## src/rtl/tape_ldr_pkg.sv

```systemverilog
package tape_ldr_pkg;

    typedef enum logic [1:0] {
        CMD_NONE = 2'd0,
        CMD_CHAR = 2'd1,
        CMD_WORD = 2'd2,
        CMD_BOOT = 2'd3
    } cmd_e;

    typedef enum logic [1:0] {
        MODE_IDLE = 2'd0,
        MODE_CHAR = 2'd1,
        MODE_WORD = 2'd2,
        MODE_BOOT = 2'd3
    } mode_e;

endpackage

```

## src/rtl/tape_line_filter.sv

```systemverilog
module tape_line_filter #(
    parameter int LINE_W   = 8,
    parameter int DATA_W   = 6,
    parameter int MARK_BIT = 7
) (
    input  logic              line_valid,
    input  logic [LINE_W-1:0] line_data,
    input  logic              enable,
    input  logic              pack_mode,
    output logic              take_char,
    output logic              take_pack,
    output logic [DATA_W-1:0] data_bits
);

    logic marked;

    // Marker hole decides whether a packed-mode line counts at all.
    assign marked    = line_data[MARK_BIT];
    assign take_char = line_valid && enable && !pack_mode;
    assign take_pack = line_valid && enable && pack_mode && marked;
    // Only the low data holes contribute; bits between DATA_W and MARK_BIT are dropped.
    assign data_bits = line_data[DATA_W-1:0];

endmodule

```

## src/rtl/tape_word_shifter.sv

```systemverilog
module tape_word_shifter #(
    parameter int WORD_W = 36,
    parameter int DATA_W = 6,
    parameter int LINE_W = 8
) (
    input  logic              clk,
    input  logic              rst_n,
    input  logic              take_char,
    input  logic              take_pack,
    input  logic [DATA_W-1:0] data_bits,
    input  logic [LINE_W-1:0] char_bits,
    output logic              full_now,
    output logic [WORD_W-1:0] full_word,
    output logic [WORD_W-1:0] word_out,
    output logic              word_done
);

    localparam int LINES = WORD_W / DATA_W;
    localparam int CNT_W = (LINES > 1) ? $clog2(LINES) : 1;
    localparam logic [CNT_W-1:0] LAST = CNT_W'(LINES - 1);

    typedef struct packed {
        logic [WORD_W-1:0] shreg;
        logic [CNT_W-1:0]  cnt;
        logic [WORD_W-1:0] out;
        logic              done;
    } sh_t;

    sh_t q, d;
    logic [WORD_W-1:0] shifted;

    assign shifted   = {q.shreg[WORD_W-DATA_W-1:0], data_bits};
    assign full_now  = take_pack && (q.cnt == LAST);
    assign full_word = shifted;

    always_comb begin
        d      = q;
        d.done = 1'b0;
        if (take_char) begin
            d.out  = {{(WORD_W-LINE_W){1'b0}}, char_bits};
            d.done = 1'b1;
        end
        if (take_pack) begin
            if (q.cnt == LAST) begin
                d.out   = shifted;
                d.done  = 1'b1;
                d.cnt   = '0;
                d.shreg = '0;
            end else begin
                d.shreg = shifted;
                d.cnt   = q.cnt + 1'b1;
            end
        end
    end

    always_ff @(posedge clk) begin
        if (!rst_n) begin
            q <= '0;
        end else begin
            q <= d;
        end
    end

    assign word_out  = q.out;
    assign word_done = q.done;

endmodule

```

## src/rtl/tape_boot_seq.sv

```systemverilog
module tape_boot_seq #(
    parameter int          WORD_W = 36,
    parameter int          ADDR_W = 12,
    parameter int          OP_W   = 6,
    parameter logic [5:0]  DEP_OP = 6'o32,
    parameter logic [5:0]  JMP_OP = 6'o60
) (
    input  logic              clk,
    input  logic              rst_n,
    input  logic              start,
    input  logic              word_full,
    input  logic [WORD_W-1:0] word_bits,
    output logic              finish,
    output logic              mem_we,
    output logic [ADDR_W-1:0] mem_addr,
    output logic [WORD_W-1:0] mem_wdata,
    output logic              exec_start,
    output logic [ADDR_W-1:0] exec_addr,
    output logic              boot_err
);

    typedef struct packed {
        logic              data_next;
        logic [ADDR_W-1:0] dep_addr;
        logic              we;
        logic [ADDR_W-1:0] waddr;
        logic [WORD_W-1:0] wdata;
        logic              exec;
        logic [ADDR_W-1:0] eaddr;
        logic              err;
    } bs_t;

    bs_t q, d;
    logic [OP_W-1:0]   opcode;
    logic [ADDR_W-1:0] operand;

    assign opcode  = word_bits[WORD_W-1 -: OP_W];
    assign operand = word_bits[ADDR_W-1:0];

    always_comb begin
        d      = q;
        d.we   = 1'b0;
        d.exec = 1'b0;
        finish = 1'b0;
        if (start) begin
            d.data_next = 1'b0;
            d.err       = 1'b0;
        end
        if (word_full) begin
            if (q.data_next) begin
                d.we        = 1'b1;
                d.waddr     = q.dep_addr;
                d.wdata     = word_bits;
                d.data_next = 1'b0;
            end else if (opcode == OP_W'(DEP_OP)) begin
                d.dep_addr  = operand;
                d.data_next = 1'b1;
            end else if (opcode == OP_W'(JMP_OP)) begin
                d.exec  = 1'b1;
                d.eaddr = operand;
                finish  = 1'b1;
            end else begin
                d.err  = 1'b1;
                finish = 1'b1;
            end
        end
    end

    always_ff @(posedge clk) begin
        if (!rst_n) begin
            q <= '0;
        end else begin
            q <= d;
        end
    end

    assign mem_we     = q.we;
    assign mem_addr   = q.waddr;
    assign mem_wdata  = q.wdata;
    assign exec_start = q.exec;
    assign exec_addr  = q.eaddr;
    assign boot_err   = q.err;

endmodule

```

## src/rtl/tape_word_loader.sv

```systemverilog
module tape_word_loader #(
    parameter int         WORD_W   = 36,
    parameter int         LINE_W   = 8,
    parameter int         DATA_W   = 6,
    parameter int         MARK_BIT = 7,
    parameter int         ADDR_W   = 12,
    parameter int         OP_W     = 6,
    parameter logic [5:0] DEP_OP   = 6'o32,
    parameter logic [5:0] JMP_OP   = 6'o60
) (
    input  logic              clk,
    input  logic              rst_n,
    input  logic [1:0]        cmd_sel,
    input  logic              line_valid,
    input  logic [LINE_W-1:0] line_data,
    output logic              busy,
    output logic [WORD_W-1:0] word_out,
    output logic              word_done,
    output logic              mem_we,
    output logic [ADDR_W-1:0] mem_addr,
    output logic [WORD_W-1:0] mem_wdata,
    output logic              exec_start,
    output logic [ADDR_W-1:0] exec_addr,
    output logic              boot_err
);

    import tape_ldr_pkg::*;

    typedef struct packed {
        mode_e mode;
    } top_t;

    top_t q, d;
    cmd_e cmd;

    logic              take_char;
    logic              take_pack;
    logic [DATA_W-1:0] data_bits;
    logic              full_now;
    logic [WORD_W-1:0] full_word;
    logic              boot_start;
    logic              boot_full;
    logic              boot_finish;

    assign cmd        = cmd_e'(cmd_sel);
    assign boot_start = (q.mode == MODE_IDLE) && (cmd == CMD_BOOT);
    assign boot_full  = full_now && (q.mode == MODE_BOOT);

    tape_line_filter #(
        .LINE_W   (LINE_W),
        .DATA_W   (DATA_W),
        .MARK_BIT (MARK_BIT)
    ) u_filter (
        .line_valid (line_valid),
        .line_data  (line_data),
        .enable     (q.mode != MODE_IDLE),
        .pack_mode  ((q.mode == MODE_WORD) || (q.mode == MODE_BOOT)),
        .take_char  (take_char),
        .take_pack  (take_pack),
        .data_bits  (data_bits)
    );

    tape_word_shifter #(
        .WORD_W (WORD_W),
        .DATA_W (DATA_W),
        .LINE_W (LINE_W)
    ) u_shift (
        .clk       (clk),
        .rst_n     (rst_n),
        .take_char (take_char),
        .take_pack (take_pack),
        .data_bits (data_bits),
        .char_bits (line_data),
        .full_now  (full_now),
        .full_word (full_word),
        .word_out  (word_out),
        .word_done (word_done)
    );

    tape_boot_seq #(
        .WORD_W (WORD_W),
        .ADDR_W (ADDR_W),
        .OP_W   (OP_W),
        .DEP_OP (DEP_OP),
        .JMP_OP (JMP_OP)
    ) u_boot (
        .clk        (clk),
        .rst_n      (rst_n),
        .start      (boot_start),
        .word_full  (boot_full),
        .word_bits  (full_word),
        .finish     (boot_finish),
        .mem_we     (mem_we),
        .mem_addr   (mem_addr),
        .mem_wdata  (mem_wdata),
        .exec_start (exec_start),
        .exec_addr  (exec_addr),
        .boot_err   (boot_err)
    );

    always_comb begin
        d = q;
        unique case (q.mode)
            MODE_IDLE: begin
                unique case (cmd)
                    CMD_CHAR: d.mode = MODE_CHAR;
                    CMD_WORD: d.mode = MODE_WORD;
                    CMD_BOOT: d.mode = MODE_BOOT;
                    default:  d.mode = MODE_IDLE;
                endcase
            end
            MODE_CHAR: if (take_char)   d.mode = MODE_IDLE;
            MODE_WORD: if (full_now)    d.mode = MODE_IDLE;
            MODE_BOOT: if (boot_finish) d.mode = MODE_IDLE;
            default:                    d.mode = MODE_IDLE;
        endcase
    end

    always_ff @(posedge clk) begin
        if (!rst_n) begin
            q <= '{mode: MODE_IDLE};
        end else begin
            q <= d;
        end
    end

    assign busy = (q.mode != MODE_IDLE);

endmodule

```

## config.mk

```make
export PLATFORM = sky130hd
export DESIGN_NAME = tape_word_loader
export DESIGN_NICKNAME = d
export VERILOG_FILES = /design/src/rtl/tape_ldr_pkg.sv /design/src/rtl/tape_line_filter.sv /design/src/rtl/tape_word_shifter.sv /design/src/rtl/tape_boot_seq.sv /design/src/rtl/tape_word_loader.sv
export SDC_FILE = /design/constraint.sdc
export NUM_CORES = 1
export LEC_CHECK = 0
export BUFFER_PORTS_ARGS = -buffer_cell sky130_fd_sc_hd__buf_2
export CORE_MARGIN = 10
export CORE_UTILIZATION = 45
export DETAILED_ROUTE_END_ITERATION = 16
export GPL_ROUTABILITY_DRIVEN = 0
export HOLD_SLACK_MARGIN = 0.12
export PLACE_DENSITY_LB_ADDON = 0.25
export SYNTH_ARGS = -nofsm -noshare
export SYNTH_HDL_FRONTEND = slang
export SYNTH_HIERARCHICAL = 1
export SYNTH_SLANG_ARGS = --single-unit
```

## constraint.sdc

```tcl
create_clock -name clk -period 2.9 [get_ports clk]
set_clock_uncertainty 0.2 [all_clocks]
set_input_delay 0.435 -clock clk [delete_from_list [all_inputs] [get_ports clk]]
set_output_delay 0.435 -clock clk [all_outputs]
set_load 0.01 [all_outputs]
```

### Word-level counts from Yosys, hierarchy flattened

Cells that the tools add are included.

* $add $sub $neg: 1
* equal/unequal tests: 12
* mux-type cells: 23
* bitwise gates (word level): 4
* reduce and logical (&&, ||, !) cells: 17

Operators with widths (number)
* $mux W37: 3
* $mux W76: 1
* $mux W49: 1
* $mux W33: 1
* $mux W14: 2
* $mux W13: 2
* $mux W12: 1
* $eq A2 B2 Y1 const B: 4
* $pmux W2 S4: 1
* $logic_and A1 B1 Y1: 7
* $mux W1: 7
* $eq A6 B5 Y1 const B: 1
* $eq A6 B6 Y1 const B: 1
* $mux W2: 3
* $ne A2 B2 Y1 const B: 3
* $pmux W2 S3: 1
* $reduce_and A3 Y1: 2
* $eq A2 B1 Y1 const B: 2
* $not A1 Y1: 4
* $reduce_and A2 Y1: 2
* $reduce_and A4 Y1: 1
* $reduce_or A4 Y1: 1
* $add A3 B1 Y3 const B: 1
* $eq A3 B3 Y1 const B: 1
* other kinds (4): 4

* bits in registers: 148
* input port bits: 13
* logic and storage cells: 70

### Logic depth before layout (Yosys ltp)

* depth in word-level cells: 9
* gate-level depth with buffers: 12
* depth with buffers taken out: 10

### Modules after synthesis

Netlist, hierarchy kept.

By module, submodules not included
* tape_word_shifter: instances 1, cells each 378, area an instance 3460.8 sq um
* tape_boot_seq: instances 1, cells each 383, area an instance 3175.5 sq um
* tape_word_loader: instances 1, cells each 17, area an instance 122.6 sq um
* tape_line_filter: instances 1, cells each 8, area an instance 62.6 sq um

### Worst setup path after synthesis

No wires, ideal clock.

* path kind: register to register
* from: register q[1] (netlist name)
* to: register u_boot.q, in the netlist u_boot/mem_wdata[10]
* library setup time: 70 ps
* arrival: 2408 ps
* data required time: 2630 ps
* setup slack: 222 ps
* stages on the path, launching flop included: 13
* buffers on the path: 4
* period minus slack after synthesis: 2678 ps
* path through: dfxtp_1 or2_2 and4_1 buf_2 nand4b_4 inv_2 buf_6 and3_1 nand2_1 clkbuf_1 buf_1 nand2_1 a21oi_1

RTL lines
* end signal: assignment: RTL line tape_boot_seq.sv:71 `q <= '0;`
* end signal: assignment: RTL line tape_boot_seq.sv:73 `q <= d;`
* end: declaration: RTL line tape_boot_seq.sv:33 `bs_t q, d;`

==> out/metrics.csv <==
stage,metric,value,unit
placement,place_ws,0.2655,ns
setup_path,crit_fanout,13,
synth,synth_cells,786,
job,drv_cap,0,
synth,synth_xor_area_share,0.1284,%
placement,port_buffers,113,
setup_path,reg2reg_from,q[1],
timing,rsz0062_at_grt,false,
route,drt_iter0_markers,266,
route,routedWlPerCell,16.93,um
synth,synth.net_count,799,
timing,report.final.slew_viol_count,0,
floorplan,num_rows,44,
setup_path,worst-path-buf-inv,1,
floorplan,die-area,20480,sq um
global_routing,grt-ovfl-total,0,
synth,yosysWarnings,6,
synth,synth.distinct_cells,37,
synth,netlist_area,6822,sq um
route,wl_met3,941,um
setup_path,worstPathCellList,or2_2 > and4_2 > nand4b_4 > inv_2 > and3_1 > nand2b_1 > or3_1 > mux2i_1,
route,wl,15880,um
placement,dp_hpwl,10970,um
route,antenna_left,0,
timing,period_share,91.87,%
synth,synth_edf_count,0,
route,drc,0,
setup_path,path_depth,8,
cts,clock_path_buffers,2,
cts,post_cts_buffers,0,
setup_path,reg2reg_depth,8,
timing,slew_headroom,39.46,%
synth,synthMuxAreaShare,5.429,%
setup_path,critPathMaxStageDelay,0.69,ns
final_layout,final_layout_size_suffix_gt1_share,21.49,%
timing,holdWs,0.1400,ns
global_routing,grt_use_total,15.66,%
synth,synth_top_flop_cell,dfxtp_1,
pwr,power_density,642.7,nW/um^2
synth,synth-adder-area-share,0,%
route,dr.max_layer_used,met4,
timing,max_freq,0.3754,GHz
cts,cts_root_buffer,clkbuf_16,
timing,min_period,2.664,ns
final_layout,antenna_cells,0,
min_path,holdCritStartpoint,line_data[1],
setup_path,endpoint_kind,register,
cts,cts-resized-gates,0,
cts,cts.clk_slew.worst_paths,0.06,ns
route,dr.pass1.iters,5,
cts,clkSinkCount,148,
setup_path,cp_data_required_time,2.97,ns
min_path,worst_hold_path_type,input port to register,
placement,placed_cells_incl_taps,901,
cts,htreeDepth,4,
floorplan,core,14700,sq um
cts,clock_latency,0.43,ns
setup_path,critPathKind,register to register,
setup_path,start_kind,register,
synth,synth-simple-area-share,20.27,%
synth,synth.yosys.seq_area_share,43.43,%
synth,syn_area_per_cell,8.679,sq um
setup_path,critical-path-top-delay-family,simple AND/OR/NAND/NOR gates,
route,met2WireLength,7522,um
synth,async_flop_share,0,%
floorplan,fp.dieH,143.1,um
pwr,p_leak,3.037,nW
floorplan,start_util,46.41,%
pwr,ir_drop,0.4397,mV
route,drt-met1-wl,7213,um
global_routing,grt_pass1_wl,25590,um
cts,cts_buffers,17,
min_path,holdPathStages,3,
synth,synth_top_family_by_area,simple AND/OR/NAND/NOR gates,
floorplan,io_pins,114,
pwr,p_total,4.533,mW
final_layout,fin_area,7053,sq um
timing,setup_viol,0,
timing,hold_violations,0,
route,viasPerCell,5.106,
route,num_vias,4789,
final_layout,area_growth,3.393,%
final_layout,nNetsFinal,754,
setup_path,r2r-end,u_boot/exec_addr[1],
outcome,outcome,"complete, no violations",
setup_path,crit_path_top_delay_cell,or3_1,
synth,synth_compound_area_share,11.50,%
floorplan,die_w,143.1,um
global_routing,grt_pass1_vias,4862,
placement,placed_area,6377,sq um
timing,final.setup.tns,0,ns
min_path,min_to,u_boot/mem_wdata[1],
final_layout,instances_no_fill,938,
timing,finalWorstSetupSlack,0.2359,ns
synth,synth_seq_cells,148,
global_routing,grt_max_degree,60,
setup_path,r2r_slack,0.24,ns
final_layout,fillers,1386,
cts,cts_tree,yes,
global_routing,grt_antenna_before_repair,0,
final_layout,final_util,47.98,%
setup_path,arrival,2.74,ns
timing,worst_pin_slew,0.9067,ns
## sequential cells by signal, indices dropped and copies added (netlist names)
name,cells
u_boot/q,13
u_shift/word_out,36
u_shift/word_done,1
u_shift/q,3
u_boot/mem_we,1
q,2
u_shift/full_word,30
u_boot/mem_addr,12
u_boot/mem_wdata,36
u_boot/boot_err,1
u_boot/exec_addr,12
u_boot/exec_start,1
## area by class of cell
| cell class | count | area (sq um) | share of cell area, % |
|---|---|---|---|
| clock buffers | 19 | 442.9 | 6.280 |
| clock inverters | 13 | 182.7 | 2.590 |
| inverters | 2 | 7.507 | 0.1064 |
| multi-input cells | 446 | 2551 | 36.17 |
| flip-flops and latches | 148 | 2963 | 42.01 |
| well taps | 184 | 230.2 | 3.264 |
| repair buffers | 126 | 675.6 | 9.580 |
## worst max-delay path by stage
| stage | slack, ns | end | from |
|---|---|---|---|
| 6_report | 0.24 | u_boot/exec_addr[1] | q[1] |
| 4_1_cts | 0.25 | u_boot/mem_wdata[28] | q[1] |
| 3_5_place_dp | 0.27 | u_boot/mem_wdata[22] | q[1] |
| 2_1_floorplan | 0.22 | u_boot/mem_wdata[10] | q[1] |
| 5_1_grt | 0.003 | u_boot/mem_addr[6] | q[1] |
| 3_3_place_gp | 0.32 | u_boot/mem_wdata[24] | q[1] |
## cell usage in the layout (no fill, tap or decap), types with 2 or more instances in the layout
master           n
nor2b_1          2
bufinv_16        4
o211a_1          8
nor2_1          14
mux2i_1         37
a21boi_0        27
buf_2          113
or3_1            2
and2b_1          2
buf_4            8
nand3_1         26
clkinvlp_4       4
clkinv_2         3
nand2_1        175
clkinv_4         2
dfxtp_1        148
nand2b_1        28
dlygate4sd3_1    5
clkbuf_16       17
nand3b_1        29
a21boi_1        28
a21oi_1         50
inv_2            2
## timing repair
action                                  in CTS  in global routing
hold buffers                                 5                  0
endpoints found under the setup margin       0                  0
hold endpoints to repair                     5                  0
## worst min-delay path, stage by stage
cell and delay [ns]:
buf_2 0.14, nand2_1 0.08, a21oi_1 0.06
## cells by family (layout without fill, tap and decap cells)
family                    count (synthesis)  in the layout
and+or+nand+nor                         290            290
buffers and inverters                   192            160
DFF                                     148            148
AOI/OAI and AO/OA                       118            118
muxes                                    37             37
xor gates and xnor gates                  1              1
## synth_stat cells (6+ instances only)
cell type	n	area (sq um)
a21boi_0	27	202.7
a21oi_1	50	250.2
nor2_1	14	52.55
dfxtp_1	148	2963
clkbuf_1	29	108.9
a21boi_1	28	210.2
nand3_1	26	130.1
nand3b_1	29	217.7
nand2_1	176	660.6
nand2b_1	28	175.2
mux2i_1	37	370.4
buf_6	6	67.56
buf_2	14	70.07
o211a_1	8	80.08
buf_4	138	1036
## per-layer routing
| layer | vias up | global-route usage (%) |
|---|---|---|
| met5 | - | 0 |
| met1 | 2286 | 18.74 |
| met4 | 0 | 5.537 |
| li1 | 2351 | - |
| met3 | 16 | 4.610 |
| met2 | 136 | 26.11 |
## power breakdown
group	switching [mW]	leakage, nW	internal (mW)
Combinational	0.0929	1.55	0.0715
Clock	0.853	0.295	1.46
Sequential	0.0113	1.19	2.05
Total	0.958	3.04	3.58
Power figures use the tool's default switching activity.
